### src/rtl/bitsel_mux_pkg.sv
package bitsel_mux_pkg;

    typedef enum logic [1:0] {
        ST_IDLE = 2'd0,
        ST_WAIT = 2'd1,
        ST_RESP = 2'd2
    } mux_state_e;

endpackage

### src/rtl/bitsel_pick.sv
module bitsel_pick #(
    parameter int N_SLV = 4
) (
    input  logic             clk,
    input  logic             rst,
    input  logic [N_SLV-1:0] bits,
    output logic [N_SLV-1:0] win,
    output logic             none
);
    logic seen;

    always_comb begin
        seen = 1'b0;
        win  = '0;
        for (int i = 0; i < N_SLV; i++) begin
            win[i] = bits[i] & ~seen;
            seen   = seen | bits[i];
        end
        none = ~seen;
    end

    // no lower bit than the winner is set, and the winner is among the set bits
    a_r2_lowest_wins: assert property (@(posedge clk) disable iff (rst)
        (win != '0) |-> ((((win - 1'b1) & bits) == '0) && ((win & bits) == win)));

    // at most one winner
    a_r3_single_win: assert property (@(posedge clk) disable iff (rst)
        $onehot0(win));

endmodule

### src/rtl/bitsel_gather.sv
module bitsel_gather #(
    parameter int N_SLV = 4,
    parameter int DW    = 16
) (
    input  logic [N_SLV-1:0]    grant,
    input  logic [N_SLV-1:0]    s_ack,
    input  logic [N_SLV-1:0]    s_err,
    input  logic [N_SLV*DW-1:0] s_dat_r,
    output logic                g_ack,
    output logic                g_err,
    output logic [DW-1:0]       g_dat
);
    always_comb begin
        g_ack = 1'b0;
        g_err = 1'b0;
        g_dat = '0;
        for (int i = 0; i < N_SLV; i++) begin
            if (grant[i]) begin
                g_ack = g_ack | s_ack[i];
                g_err = g_err | s_err[i];
                g_dat = g_dat | s_dat_r[i*DW +: DW];
            end
        end
    end
endmodule

### src/rtl/bitsel_comb_path.sv
module bitsel_comb_path #(
    parameter int N_SLV  = 4,
    parameter int LOW_AW = 4,
    parameter int DW     = 16
) (
    input  logic                clk,
    input  logic                rst,
    input  logic [N_SLV-1:0]    win,
    input  logic                none,
    input  logic                m_cyc,
    input  logic                m_stb,
    input  logic                m_we,
    input  logic [LOW_AW-1:0]   m_adr_low,
    input  logic [DW-1:0]       m_dat_w,
    input  logic [DW/8-1:0]     m_sel,
    output logic                m_ack,
    output logic                m_err,
    output logic [DW-1:0]       m_dat_r,
    output logic [N_SLV-1:0]    s_cyc,
    output logic [N_SLV-1:0]    s_stb,
    output logic                s_we,
    output logic [LOW_AW-1:0]   s_adr,
    output logic [DW-1:0]       s_dat_w,
    output logic [DW/8-1:0]     s_sel,
    input  logic [N_SLV-1:0]    s_ack,
    input  logic [N_SLV-1:0]    s_err,
    input  logic [N_SLV*DW-1:0] s_dat_r
);
    logic          req;
    logic          g_ack;
    logic          g_err;
    logic [DW-1:0] g_dat;

    bitsel_gather #(.N_SLV(N_SLV), .DW(DW)) u_gather (
        .grant  (win),
        .s_ack  (s_ack),
        .s_err  (s_err),
        .s_dat_r(s_dat_r),
        .g_ack  (g_ack),
        .g_err  (g_err),
        .g_dat  (g_dat)
    );

    always_comb begin
        req     = m_cyc & m_stb;
        s_cyc   = win & {N_SLV{m_cyc}};
        s_stb   = win & {N_SLV{req}};
        s_we    = m_we;
        s_adr   = m_adr_low;
        s_dat_w = m_dat_w;
        s_sel   = m_sel;
        m_ack   = req & g_ack;
        m_err   = req & (g_err | none);
        m_dat_r = g_dat;
    end

    // never more than one slave cycle
    a_r3_one_slave: assert property (@(posedge clk) disable iff (rst)
        $onehot0(s_cyc));

    // idle master means no slave strobe and no ack
    a_r4_idle_quiet: assert property (@(posedge clk) disable iff (rst)
        !(m_cyc && m_stb) |-> (s_stb == '0) && !m_ack);

    // unselected strobe answered by error, no slave touched
    a_r7_none_err: assert property (@(posedge clk) disable iff (rst)
        (m_cyc && m_stb && none) |-> m_err && (s_stb == '0));

endmodule

### src/rtl/bitsel_reg_path.sv
module bitsel_reg_path
    import bitsel_mux_pkg::*;
#(
    parameter int N_SLV  = 4,
    parameter int LOW_AW = 4,
    parameter int DW     = 16
) (
    input  logic                clk,
    input  logic                rst,
    input  logic [N_SLV-1:0]    win,
    input  logic                none,
    input  logic                m_cyc,
    input  logic                m_stb,
    input  logic                m_we,
    input  logic [LOW_AW-1:0]   m_adr_low,
    input  logic [DW-1:0]       m_dat_w,
    input  logic [DW/8-1:0]     m_sel,
    output logic                m_ack,
    output logic                m_err,
    output logic [DW-1:0]       m_dat_r,
    output logic [N_SLV-1:0]    s_cyc,
    output logic [N_SLV-1:0]    s_stb,
    output logic                s_we,
    output logic [LOW_AW-1:0]   s_adr,
    output logic [DW-1:0]       s_dat_w,
    output logic [DW/8-1:0]     s_sel,
    input  logic [N_SLV-1:0]    s_ack,
    input  logic [N_SLV-1:0]    s_err,
    input  logic [N_SLV*DW-1:0] s_dat_r
);
    localparam int SW = DW / 8;

    typedef struct packed {
        mux_state_e        st;
        logic [N_SLV-1:0]  grant;
        logic              we;
        logic [LOW_AW-1:0] adr;
        logic [DW-1:0]     wdat;
        logic [SW-1:0]     sel;
        logic              ack;
        logic              err;
        logic [DW-1:0]     rdat;
    } regs_t;

    regs_t         r_d;
    regs_t         r_q;
    logic          g_ack;
    logic          g_err;
    logic [DW-1:0] g_dat;

    bitsel_gather #(.N_SLV(N_SLV), .DW(DW)) u_gather (
        .grant  (r_q.grant),
        .s_ack  (s_ack),
        .s_err  (s_err),
        .s_dat_r(s_dat_r),
        .g_ack  (g_ack),
        .g_err  (g_err),
        .g_dat  (g_dat)
    );

    always_comb begin
        r_d     = r_q;
        r_d.ack = 1'b0;
        r_d.err = 1'b0;
        unique case (r_q.st)
            ST_IDLE: begin
                if (m_cyc && m_stb) begin
                    if (none) begin
                        r_d.err = 1'b1;
                        r_d.st  = ST_RESP;
                    end else begin
                        r_d.grant = win;
                        r_d.we    = m_we;
                        r_d.adr   = m_adr_low;
                        r_d.wdat  = m_dat_w;
                        r_d.sel   = m_sel;
                        r_d.st    = ST_WAIT;
                    end
                end
            end
            ST_WAIT: begin
                if (!m_cyc) begin
                    r_d.st = ST_IDLE;
                end else if (g_ack || g_err) begin
                    r_d.ack  = g_ack;
                    r_d.err  = g_err & ~g_ack;
                    r_d.rdat = g_dat;
                    r_d.st   = ST_RESP;
                end
            end
            default: begin
                r_d.st = ST_IDLE;
            end
        endcase
    end

    always_ff @(posedge clk) begin
        if (rst) begin
            r_q <= '0;
        end else begin
            r_q <= r_d;
        end
    end

    always_comb begin
        s_cyc   = (r_q.st == ST_WAIT) ? r_q.grant : '0;
        s_stb   = s_cyc;
        s_we    = r_q.we;
        s_adr   = r_q.adr;
        s_dat_w = r_q.wdat;
        s_sel   = r_q.sel;
        m_ack   = r_q.ack;
        m_err   = r_q.err;
        m_dat_r = r_q.rdat;
    end

    // accepted request reaches the winner one edge later
    a_r9_forward_delay: assert property (@(posedge clk) disable iff (rst)
        (r_q.st == ST_IDLE && m_cyc && m_stb && !none) |=> (s_stb == $past(win)));

    // response lasts a single cycle
    a_r10_single_resp: assert property (@(posedge clk) disable iff (rst)
        (m_ack || m_err) |=> !(m_ack || m_err));

    // request held while the slave is silent
    a_r10_hold_req: assert property (@(posedge clk) disable iff (rst)
        (r_q.st == ST_WAIT && m_cyc && !g_ack && !g_err) |=>
            ($stable(s_stb) && $stable(s_adr) && $stable(s_dat_w)));

    // master abort clears slave strobes
    a_r11_abort: assert property (@(posedge clk) disable iff (rst)
        ((s_cyc != '0) && !m_cyc) |=> (s_cyc == '0) && !m_ack);

    // unselected request gets an error next cycle
    a_r7_none_err_reg: assert property (@(posedge clk) disable iff (rst)
        (r_q.st == ST_IDLE && m_cyc && m_stb && none) |=> m_err && (s_stb == '0));

    // never more than one slave cycle
    a_r3_one_slave_reg: assert property (@(posedge clk) disable iff (rst)
        $onehot0(s_cyc));

endmodule

### src/rtl/bitsel_bus_mux.sv
module bitsel_bus_mux #(
    parameter int N_SLV   = 4,
    parameter int LOW_AW  = 4,
    parameter int DW      = 16,
    parameter bit REG_OUT = 1'b0
) (
    input  logic                     clk,
    input  logic                     rst,
    input  logic                     m_cyc,
    input  logic                     m_stb,
    input  logic                     m_we,
    input  logic [LOW_AW+N_SLV-1:0]  m_adr,
    input  logic [DW-1:0]            m_dat_w,
    input  logic [DW/8-1:0]          m_sel,
    output logic                     m_ack,
    output logic                     m_err,
    output logic [DW-1:0]            m_dat_r,
    output logic [N_SLV-1:0]         s_cyc,
    output logic [N_SLV-1:0]         s_stb,
    output logic                     s_we,
    output logic [LOW_AW-1:0]        s_adr,
    output logic [DW-1:0]            s_dat_w,
    output logic [DW/8-1:0]          s_sel,
    input  logic [N_SLV-1:0]         s_ack,
    input  logic [N_SLV-1:0]         s_err,
    input  logic [N_SLV*DW-1:0]      s_dat_r
);
    logic [N_SLV-1:0]  sel_bits;
    logic [LOW_AW-1:0] adr_low;
    logic [N_SLV-1:0]  win;
    logic              none;

    assign sel_bits = m_adr[LOW_AW +: N_SLV];
    assign adr_low  = m_adr[LOW_AW-1:0];

    bitsel_pick #(.N_SLV(N_SLV)) u_pick (
        .clk (clk),
        .rst (rst),
        .bits(sel_bits),
        .win (win),
        .none(none)
    );

    generate
        if (REG_OUT) begin : g_reg
            bitsel_reg_path #(.N_SLV(N_SLV), .LOW_AW(LOW_AW), .DW(DW)) u_path (
                .clk(clk), .rst(rst), .win(win), .none(none),
                .m_cyc(m_cyc), .m_stb(m_stb), .m_we(m_we), .m_adr_low(adr_low),
                .m_dat_w(m_dat_w), .m_sel(m_sel),
                .m_ack(m_ack), .m_err(m_err), .m_dat_r(m_dat_r),
                .s_cyc(s_cyc), .s_stb(s_stb), .s_we(s_we), .s_adr(s_adr),
                .s_dat_w(s_dat_w), .s_sel(s_sel),
                .s_ack(s_ack), .s_err(s_err), .s_dat_r(s_dat_r)
            );
        end else begin : g_comb
            bitsel_comb_path #(.N_SLV(N_SLV), .LOW_AW(LOW_AW), .DW(DW)) u_path (
                .clk(clk), .rst(rst), .win(win), .none(none),
                .m_cyc(m_cyc), .m_stb(m_stb), .m_we(m_we), .m_adr_low(adr_low),
                .m_dat_w(m_dat_w), .m_sel(m_sel),
                .m_ack(m_ack), .m_err(m_err), .m_dat_r(m_dat_r),
                .s_cyc(s_cyc), .s_stb(s_stb), .s_we(s_we), .s_adr(s_adr),
                .s_dat_w(s_dat_w), .s_sel(s_sel),
                .s_ack(s_ack), .s_err(s_err), .s_dat_r(s_dat_r)
            );
        end
    endgenerate

    // a slave strobe only ever goes to a slave whose select bit is set
    a_r1_strobe_in_field: assert property (@(posedge clk) disable iff (rst)
        ((s_stb & ~sel_bits) == '0) || REG_OUT);

endmodule

### config.mk
export PLATFORM = sky130hd
export DESIGN_NAME = bitsel_bus_mux
export DESIGN_NICKNAME = d
export VERILOG_FILES = /design/src/rtl/bitsel_mux_pkg.sv /design/src/rtl/bitsel_pick.sv /design/src/rtl/bitsel_gather.sv /design/src/rtl/bitsel_comb_path.sv /design/src/rtl/bitsel_reg_path.sv /design/src/rtl/bitsel_bus_mux.sv
export SDC_FILE = /design/constraint.sdc
export NUM_CORES = 1
export LEC_CHECK = 0
export BUFFER_PORTS_ARGS = -buffer_cell sky130_fd_sc_hd__buf_4
export CAP_MARGIN = 0
export CORE_MARGIN = 8
export CORE_UTILIZATION = 30
export DETAILED_ROUTE_END_ITERATION = 10
export PLACE_DENSITY = 0.95
export SYNTH_ARGS = -nofsm -noshare
export SYNTH_HDL_FRONTEND = slang
export SYNTH_SLANG_ARGS = --single-unit
### constraint.sdc
create_clock -name vclk -period 2.7
set_input_delay 0.54 -clock vclk [all_inputs]
set_output_delay 0.54 -clock vclk [all_outputs]
set_load 0.01 [all_outputs]
==> flow_summary.toml <==
[route]
drc = 0
routed_wl_um = 3778
drt_iter0_markers = 80
postRouteAntennaNets = 0
vias_per_cell = 5.121
drt_first_pass_iters = 4
num_vias = 1147
post_drt_wl_per_cell_um = 16.87

[finish]
n_sequential_cell = 0
syn_to_final_growth_pct = 73.67
drive_above_1_share = 0.5699
fin_nets = 298
n_clock_buffer = 0
num_antenna_cells = 0
seq_area_um2 = 0
fin_util = 0.5314

[sta]
period_minus_slack_ns = 2.149
setup_tns_ns = 0
finalSetupViolations = 0
final_max_slew_viol_count = 0
worst_pin_slew_ns = 0.3593
max-slew-margin-rel = 0.7605
finalHoldViolations = 0
grt_setup_unrepaired = "no"
hold_slack_ns = 1.080
fmax_ghz = 0.4653
finalCritPeriodShare = 0.7961

[global_route]
grt_max_degree = 42
antenna_found_initial = 0
overflow = 0
grt_pass1_wl_um = 5402
grt_pass1_vias = 1157
grt.total_usage = 0.1421

[power_and_ir_drop]
ir_worst_vdd_mv = 0.09664
power_density_mw_per_mm2 = 152.8
power.leakage_nw = 0.7722

[yosys]
synth.yosys.seq_area_share = 0
synth.avg_cell_area_um2 = 6.794
syn_nets = 224
netlist_instances = 121
synth.distinct_cells = 23
synth_warnings = 0
synthesis.area_um2 = 822.0

[hold_path]
hp-class = "in2out"

[clock_network]
holdBufCountCts = 0
cts_resized = 0
cts_setup_buffers = 0

[setup_path]
cpMostUsedCell = "buf_4"
crit_required_ns = 2.16
worst-path-buf-inv = 3
cp_cell_sequence = "buf_4 -> nor4b_4 -> buf_4 -> a22oi_1 -> o21ai_0 -> buf_4"
crit_family = "buffers and inverters"
path_class = "in2out"
start_kind = "input port"
critical_path.slowest_cell = "nor4b_4"
crit_fanout = 41
end_kind = "primary output"
arrival_ns = 1.61
slowest_delay_ns = 0.25

[die]
die_w_um = 68.35
rows = 19
core_area_mm2 = 0.002686
pin_count = 152
initial_core_util = 0.3060
die-area_mm2 = 0.004671
die_h_um = 68.35

[outcome]
run_status = "completed"

[placed_design]
gp_congestion = 0.7367
hpwl_um = 3132
io_buffer_count = 104

[job]
drv_cap = 0
cells by family after synthesis:
kind of cell / share of synthesized area
buf+inv: 0.3014
simple gates: 0.3029
compound gates: 0.3958
area by class of cell:
| cell class | count | area (µm²) |
|---|---|---|
| inverters | 3 | 11.26 |
| multi-input cells | 83 | 574.3 |
| well taps | 31 | 38.79 |
| repair buffers | 107 | 803.3 |
| fillers | 265 | 1259 |
per-stage QoR:
step                power, mW  cells  worst slack, ns  instance area, µm²
floorplan              0.1185    121           0.6369               822.0
global placement       0.2161    224           0.5667                1428
detailed placement     0.2205    224           0.5446                1428
CTS                    0.2208    224           0.5460                1428
global route           0.2391    224           0.4232                1428
finish                 0.2182    224           0.5506                1428
cells in the final DEF, fill, tap and decap left out:
cell,instances
a21oi_2,1
and3b_1,17
nand2_2,1
nor4bb_1,1
nand2_1,1
and3_1,1
o21ai_0,16
a21oi_1,18
inv_1,3
a211o_1,1
nor4b_4,1
and2_1,2
nand3b_1,1
nor4b_1,1
a22oi_1,16
nor2b_1,1
nor3b_1,2
a221oi_1,1
buf_4,107
a22o_1,1
cells in the mapped netlist, drive strengths merged:
cell / count / area (µm²)
a21oi: 19 / 98.85
o21ai: 16 / 80.08
a211o: 1 / 8.760
a221oi: 1 / 8.760
nor3b: 2 / 15.01
nand2: 2 / 10.01
nor4bb: 1 / 10.01
and3: 1 / 6.260
and3b: 17 / 148.9
and2: 2 / 12.51
nand3b: 1 / 7.510
nor2b: 1 / 6.260
clkbuf: 7 / 26.28
a22o: 1 / 8.760
buf: 28 / 210.2
nor4b: 2 / 32.53
inv: 3 / 11.26
a22oi: 16 / 120.1
worst paths after layout:
| check | start | to | slack, ns | cells after the start |
|---|---|---|---|---|
| setup / recovery | m_adr[5] | m_dat_r[13] | 0.55 | 6 |
| hold / removal | m_dat_w[10] | s_dat_w[10] | 1.08 | 0 |
power by group:
group | total [mW] | switching (mW) | internal (mW) | leakage (nW)
Combinational | 0.218 | 0.0826 | 0.136 | 0.772
Sequential | 0 | 0 | 0 | 0
Clock | 0 | 0 | 0 | 0
Total | 0.218 | 0.0826 | 0.136 | 0.772
per-layer routing:
metal	vias up	wire, µm	GRT usage
met5	-	0	0
met4	0	63	0.02046
met3	10	458	0.02782
met2	58	2001	0.2872
met1	507	1254	0.1478
li1	572	-	-
(Power assumes the default switching activity.)
